**config.mk**
```make
export PLATFORM = sky130hd
export DESIGN_NAME = wm_flow_ctrl
export DESIGN_NICKNAME = d
export VERILOG_FILES = /design/src/rtl/wm_flow_pkg.sv /design/src/rtl/wm_fifo_dp.sv /design/src/rtl/wm_rx_ctrl.sv /design/src/rtl/wm_tx_gate.sv /design/src/rtl/wm_flow_ctrl.sv
export SDC_FILE = /design/constraint.sdc
export NUM_CORES = 1
export LEC_CHECK = 0
export BUFFER_PORTS_ARGS = -buffer_cell sky130_fd_sc_hd__clkbuf_2
export CORE_ASPECT_RATIO = 1.2
export CORE_MARGIN = 2
export CORE_UTILIZATION = 38
export DETAILED_ROUTE_END_ITERATION = 16
export PLACE_DENSITY = 0.63
export SETUP_SLACK_MARGIN = 0.05
export SYNTH_ARGS = -nofsm -noshare
export SYNTH_HDL_FRONTEND = slang
export SYNTH_SLANG_ARGS = --single-unit
```
**constraint.sdc**
```tcl
create_clock -name clk -period 3.19 [get_ports clk]
set_input_delay 0.319 -clock clk [delete_from_list [all_inputs] [get_ports clk]]
set_output_delay 0.319 -clock clk [all_outputs]
set_load 0.01 [all_outputs]
```
**src/rtl/wm_flow_pkg.sv**
```systemverilog
package wm_flow_pkg;
  typedef enum logic [1:0] {
    SYM_NONE = 2'b00,
    SYM_STOP = 2'b01,
    SYM_GO   = 2'b10,
    SYM_RSVD = 2'b11
  } linkSym_e;

  typedef struct packed {
    logic push;
    logic pop;
  } fifoStrobe_t;
endpackage

```
**src/rtl/wm_fifo_dp.sv**
```systemverilog
module wm_fifo_dp
  import wm_flow_pkg::*;
#(
  parameter int DATA_W = 8,
  parameter int DEPTH  = 16,
  parameter int CNT_W  = $clog2(DEPTH + 1),
  parameter int PTR_W  = $clog2(DEPTH)
) (
  input  logic              clk,
  input  logic              rstN,
  input  fifoStrobe_t       strb,
  input  logic [DATA_W-1:0] inPhit,
  output logic [DATA_W-1:0] outPhit,
  output logic [CNT_W-1:0]  occ
);
  logic [DATA_W-1:0] store [DEPTH];
  logic [PTR_W-1:0]  wrPtr, rdPtr;

  function automatic logic [PTR_W-1:0] nextPtr(input logic [PTR_W-1:0] p);
    return (p == PTR_W'(DEPTH - 1)) ? '0 : p + 1'b1;
  endfunction

  always_ff @(posedge clk) begin
    if (strb.push) store[wrPtr] <= inPhit;
  end

  always_ff @(posedge clk) begin
    if (!rstN) begin
      wrPtr <= '0;
      rdPtr <= '0;
      occ   <= '0;
    end else begin
      if (strb.push) wrPtr <= nextPtr(wrPtr);
      if (strb.pop)  rdPtr <= nextPtr(rdPtr);
      case ({strb.push, strb.pop})
        2'b10:   occ <= occ + 1'b1;
        2'b01:   occ <= occ - 1'b1;
        default: occ <= occ;
      endcase
    end
  end

  assign outPhit = store[rdPtr];
endmodule

```
**src/rtl/wm_rx_ctrl.sv**
```systemverilog
module wm_rx_ctrl
  import wm_flow_pkg::*;
#(
  parameter int DEPTH    = 16,
  parameter int RESEND_K = 8,
  parameter int CNT_W    = $clog2(DEPTH + 1)
) (
  input  logic             clk,
  input  logic             rstN,
  input  logic             inValid,
  input  logic             outReady,
  input  logic [CNT_W-1:0] occ,
  input  logic [CNT_W-1:0] hiMark,
  input  logic [CNT_W-1:0] loMark,
  output fifoStrobe_t      strb,
  output logic             outValid,
  output logic [1:0]       symOut,
  output logic             rxHalt,
  output logic             cfgError
);
  localparam int TMR_W = (RESEND_K > 2) ? $clog2(RESEND_K) : 1;

  logic [TMR_W-1:0] tmr;
  logic             hitHigh, hitLow, resendDue;
  logic             isFull, isEmpty;

  assign isFull   = (occ == CNT_W'(DEPTH));
  assign isEmpty  = (occ == '0);
  assign strb.push = inValid && !isFull;
  assign strb.pop  = outReady && !isEmpty;
  assign outValid  = !isEmpty;

  assign hitHigh   = !rxHalt && (occ >= hiMark);
  assign hitLow    = rxHalt && (occ <= loMark);
  assign resendDue = (tmr == TMR_W'(RESEND_K - 1));

  always_ff @(posedge clk) begin
    if (!rstN) begin
      rxHalt <= 1'b0;
      symOut <= SYM_NONE;
      tmr    <= '0;
    end else if (hitHigh) begin
      rxHalt <= 1'b1;
      symOut <= SYM_STOP;
      tmr    <= '0;
    end else if (hitLow) begin
      rxHalt <= 1'b0;
      symOut <= SYM_GO;
      tmr    <= '0;
    end else if (resendDue) begin
      symOut <= rxHalt ? SYM_STOP : SYM_GO;
      tmr    <= '0;
    end else begin
      symOut <= SYM_NONE;
      tmr    <= tmr + 1'b1;
    end
  end

  always_ff @(posedge clk) begin
    if (!rstN) cfgError <= 1'b0;
    else       cfgError <= (loMark >= hiMark);
  end
endmodule

```
**src/rtl/wm_tx_gate.sv**
```systemverilog
module wm_tx_gate
  import wm_flow_pkg::*;
(
  input  logic       clk,
  input  logic       rstN,
  input  logic [1:0] symIn,
  output logic       txEnable
);
  always_ff @(posedge clk) begin
    if (!rstN) begin
      txEnable <= 1'b1;
    end else begin
      case (linkSym_e'(symIn))
        SYM_STOP: txEnable <= 1'b0;
        SYM_GO:   txEnable <= 1'b1;
        default:  txEnable <= txEnable;
      endcase
    end
  end
endmodule

```
**src/rtl/wm_flow_ctrl.sv**
```systemverilog
module wm_flow_ctrl
  import wm_flow_pkg::*;
#(
  parameter int DATA_W   = 8,
  parameter int DEPTH    = 16,
  parameter int RESEND_K = 8,
  localparam int CNT_W   = $clog2(DEPTH + 1),
  localparam int PTR_W   = $clog2(DEPTH)
) (
  input  logic              clk,
  input  logic              rstN,
  input  logic              inValid,
  input  logic [DATA_W-1:0] inPhit,
  input  logic              outReady,
  output logic              outValid,
  output logic [DATA_W-1:0] outPhit,
  input  logic [CNT_W-1:0]  hiMark,
  input  logic [CNT_W-1:0]  loMark,
  output logic [1:0]        symOut,
  input  logic [1:0]        symIn,
  output logic              txEnable,
  output logic              cfgError
);
  fifoStrobe_t      strb;
  logic [CNT_W-1:0] occ;
  logic             rxHalt;

  wm_rx_ctrl #(.DEPTH(DEPTH), .RESEND_K(RESEND_K), .CNT_W(CNT_W)) u_ctl (
    .clk(clk), .rstN(rstN), .inValid(inValid), .outReady(outReady),
    .occ(occ), .hiMark(hiMark), .loMark(loMark), .strb(strb),
    .outValid(outValid), .symOut(symOut), .rxHalt(rxHalt), .cfgError(cfgError)
  );

  wm_fifo_dp #(.DATA_W(DATA_W), .DEPTH(DEPTH), .CNT_W(CNT_W), .PTR_W(PTR_W)) u_dp (
    .clk(clk), .rstN(rstN), .strb(strb), .inPhit(inPhit),
    .outPhit(outPhit), .occ(occ)
  );

  wm_tx_gate u_tx (
    .clk(clk), .rstN(rstN), .symIn(symIn), .txEnable(txEnable)
  );
endmodule

```
==> results.toml <==
[run_status]
outcome = "finished, final reports clean"

[finish]
syn_to_final_growth_pct = 16.1
drive_gt1_share_pct = 22.9
nets = 475
antenna_cells = 0
seqCellArea_um2 = 4350
fill_cells = 1433
multi_input_area_um2 = 2000

[synthesis]
synth_top_cell_by_area = "edfxtp_1"
avgSynthCellArea_um2 = 17.7
synth.area.top_cells = "edfxtp_1, mux4_1, dfxtp_1"
ys_ff_latch = 153
synth_ff_type = "edfxtp_1"
synth_cell_types = 47
synthesis.nets = 420
yosysWarnings = 0
async_flop_share_pct = 0
synth-edff-count = 128
syn-cell-area_um2 = 6510
synthCells = 369
ys_seq_area_share_pct = 66.7
synth_top_area_share_pct = 59.0

[clock_tree]
clkSinkCount = 153
cts_post_setup_buffers_inserted = 0
clk_pin_slew_worst_paths_ns = 0.06
clock_latency_ns = 0.42
cts.htree.levels = 4
cts_buffers = 17
cts_tree = "built"
hold_buffers = 0
clk_path_buf_depth = 2
cts_root_buf = "clkbuf_16"
cts.repair.resized = 0

[grt]
grt_max_degree = 33
grt_pass1_wl_um = 20000
antenna_found_initial = 0
overflow = 0
grtUsageTotal_pct = 15.5
grt_pass1_vias = 3504

[timing]
slew_headroom_pct = 19.9
hold_ws_ns = 0.200
final.setup.worst_slack_ns = 0.317
min_period_over_period_pct = 90.1
fmax_mhz = 348
finalSetupViolCount = 0
report.final.slew_viol_count = 0
finalCriticalPeriod_ns = 2.87
rsz0062_at_grt = "no"
skew_ns = 0.0179
tns_ns = 0
hold_viol = 0
worst_pin_slew_ns = 1.20

[floorplanning]
die_y_um = 147
die_w_um = 124
core_area_um2 = 16900
io_pins = 37
die-area_um2 = 18200
initial_utilization_pct = 38.7
rows = 52

[routing]
dr.pass1.iters = 4
avgRoutedWirePerCell_um = 19.7
first_iter_violations = 220
drc = 0
totalWireLength_um = 12900
ant_nets = 0
via_per_inst = 5.20
num_vias = 3398

[power_and_ir_drop]
leakage_nw = 2.70
power.density_nw_per_um2 = 720
ir_drop_mv = 0.419
finalPower_mw = 5.45

[critical_path]
critPathRequiredTime_ns = 3.50
arrival_ns = 3.18
worstSetupPathType = "register to register"
crit_fanout = 9
endpoint_kind = "register"
cp.buffers_inverters = 1
cp-start-kind = "register"
cp_cell_sequence = "nor4_2 -> a21boi_1 -> inv_1 -> ha_1 -> xor2_1 -> ha_1 -> a21oi_1 -> nor4b_1 -> o31ai_1 -> xnor2_1 -> and2_1"
crit_path_frequent_cell = "ha_1"
crit_family = "simple AND/OR/NAND/NOR gates"
cpMaxStageDelayCell = "nor4_2"
crit_path_max_incr_delay_ns = 0.46

[placed_design]
dp_hpwl_um = 8440
dp_slack_ns = 0.396
io_buffers = 36
finalWeightedCongestion = 0.843

[worst_hold_path]
min-delay-path-class = "input pin to register"

[flow_run]
maxCapViolations = 0
-- placed cells by master (no fill, tap or decap), types with 2 or more instances in the layout --
cell type  count
a21oi_1       11
a31oi_1        3
a41oi_1        2
and2_1         4
buf_4         14
bufinv_16      2
clkbuf_16     17
clkbuf_2      36
clkinv_1       3
clkinv_4       4
dfxtp_1       24
edfxtp_1     128
ha_1          27
inv_1         15
inv_6          3
mux2i_1        4
mux4_1        24
mux4_2        16
nand2_1       15
nand2b_1       6
nand3_1        3
nand4_1        2
nor2_1        26
nor2b_1        3
nor3_1         6
o21ai_0        4
o22ai_1        2
o31ai_1        2
xnor2_1        3
xor2_1         4
-- registers in the layout (all words and copies together) (netlist names), named ones only --
register,flops
u_dp.store,128
u_dp.occ,5
u_dp.rdPtr,4
u_dp.wrPtr,4
u_ctl.tmr,3
u_ctl.symOut,2
u_ctl.cfgError,1
u_ctl.rxHalt,1
u_tx.txEnable,1
-- cell usage after synthesis (2+ instances only) --
cell type and instances:
inv_1 15, nand3_1 3, edfxtp_1 128, xnor2_1 3
o21ai_0 4, mux2i_1 4, mux4_2 16, ha_1 27
o22ai_1 2, o31ai_1 2, nor3_1 6, nor2b_1 3
a31oi_1 3, nand2_1 15, mux4_1 24, xor2_1 4
nand2b_1 6, nor2_1 26, buf_8 2, buf_1 5
clkbuf_1 6, a21oi_1 11, nand4_1 2, dfxtp_1 25
and2_1 4, a41oi_1 2
-- routing by layer --
metal	vias to the layer above	GRT usage (%)	routed length, um
met3	10	3.36	573
met1	1694	18.8	5310
li1	1592	-	-
met2	102	25.9	6790
met4	0	7.61	189
met5	-	0	0
-- final cells by class --
cell class / count / area share (%)
inverters: 17 / 0.844
flip-flops and latches: 153 / 57.4
well taps: 216 / 3.57
clock inverters: 14 / 1.94
multi-input cells: 184 / 26.5
clock buffers: 18 / 5.67
repair buffers: 51 / 4.04
-- worst paths after layout --
| check | depth (start not counted) | from | slack, ns | to |
|---|---|---|---|---|
| worst min-delay path | 2 | rstN | 0.20 | u_tx.txEnable$_SDFFE_PN1P_ |
| worst min register to register | 1 | u_ctl.tmr[0]$_SDFF_PP0_ | 0.43 | u_ctl.tmr[0]$_SDFF_PP0_ |
| worst max-delay path | 11 | u_dp.occ[2]$_SDFFE_PN0P_ | 0.32 | u_dp.occ[4]$_SDFFE_PN0P_ |
| worst max register to register | 11 | u_dp.occ[2]$_SDFFE_PN0P_ | 0.32 | u_dp.occ[4]$_SDFFE_PN0P_ |
-- metrics by stage --
stage,instance area [um2],utilization [%],cells
2_1_floorplan,6520,-,369
3_3_place_gp,6990,41.5,621
3_5_place_dp,6990,41.5,621
4_1_cts,7560,44.9,653
5_1_grt,7560,44.9,653
6_report,7560,44.9,653
-- power by group --
group	switching [mW]	leakage (nW)	internal, mW
Combinational	0.581	1.06	0.559
Sequential	0.0973	1.36	2.28
Clock	0.778	0.276	1.15
Total	1.46	2.70	3.99
-- cell families after synthesis --
kind of cell,after synthesis,share of synthesized area [%]
fa+ha+maj,27,5.19
compound gates,33,3.28
mux,44,15.8
buf+inv,32,2.55
simple gates,73,5.53
flops,153,66.7
xor+xnor,7,0.941
(Power assumes the default switching activity.)
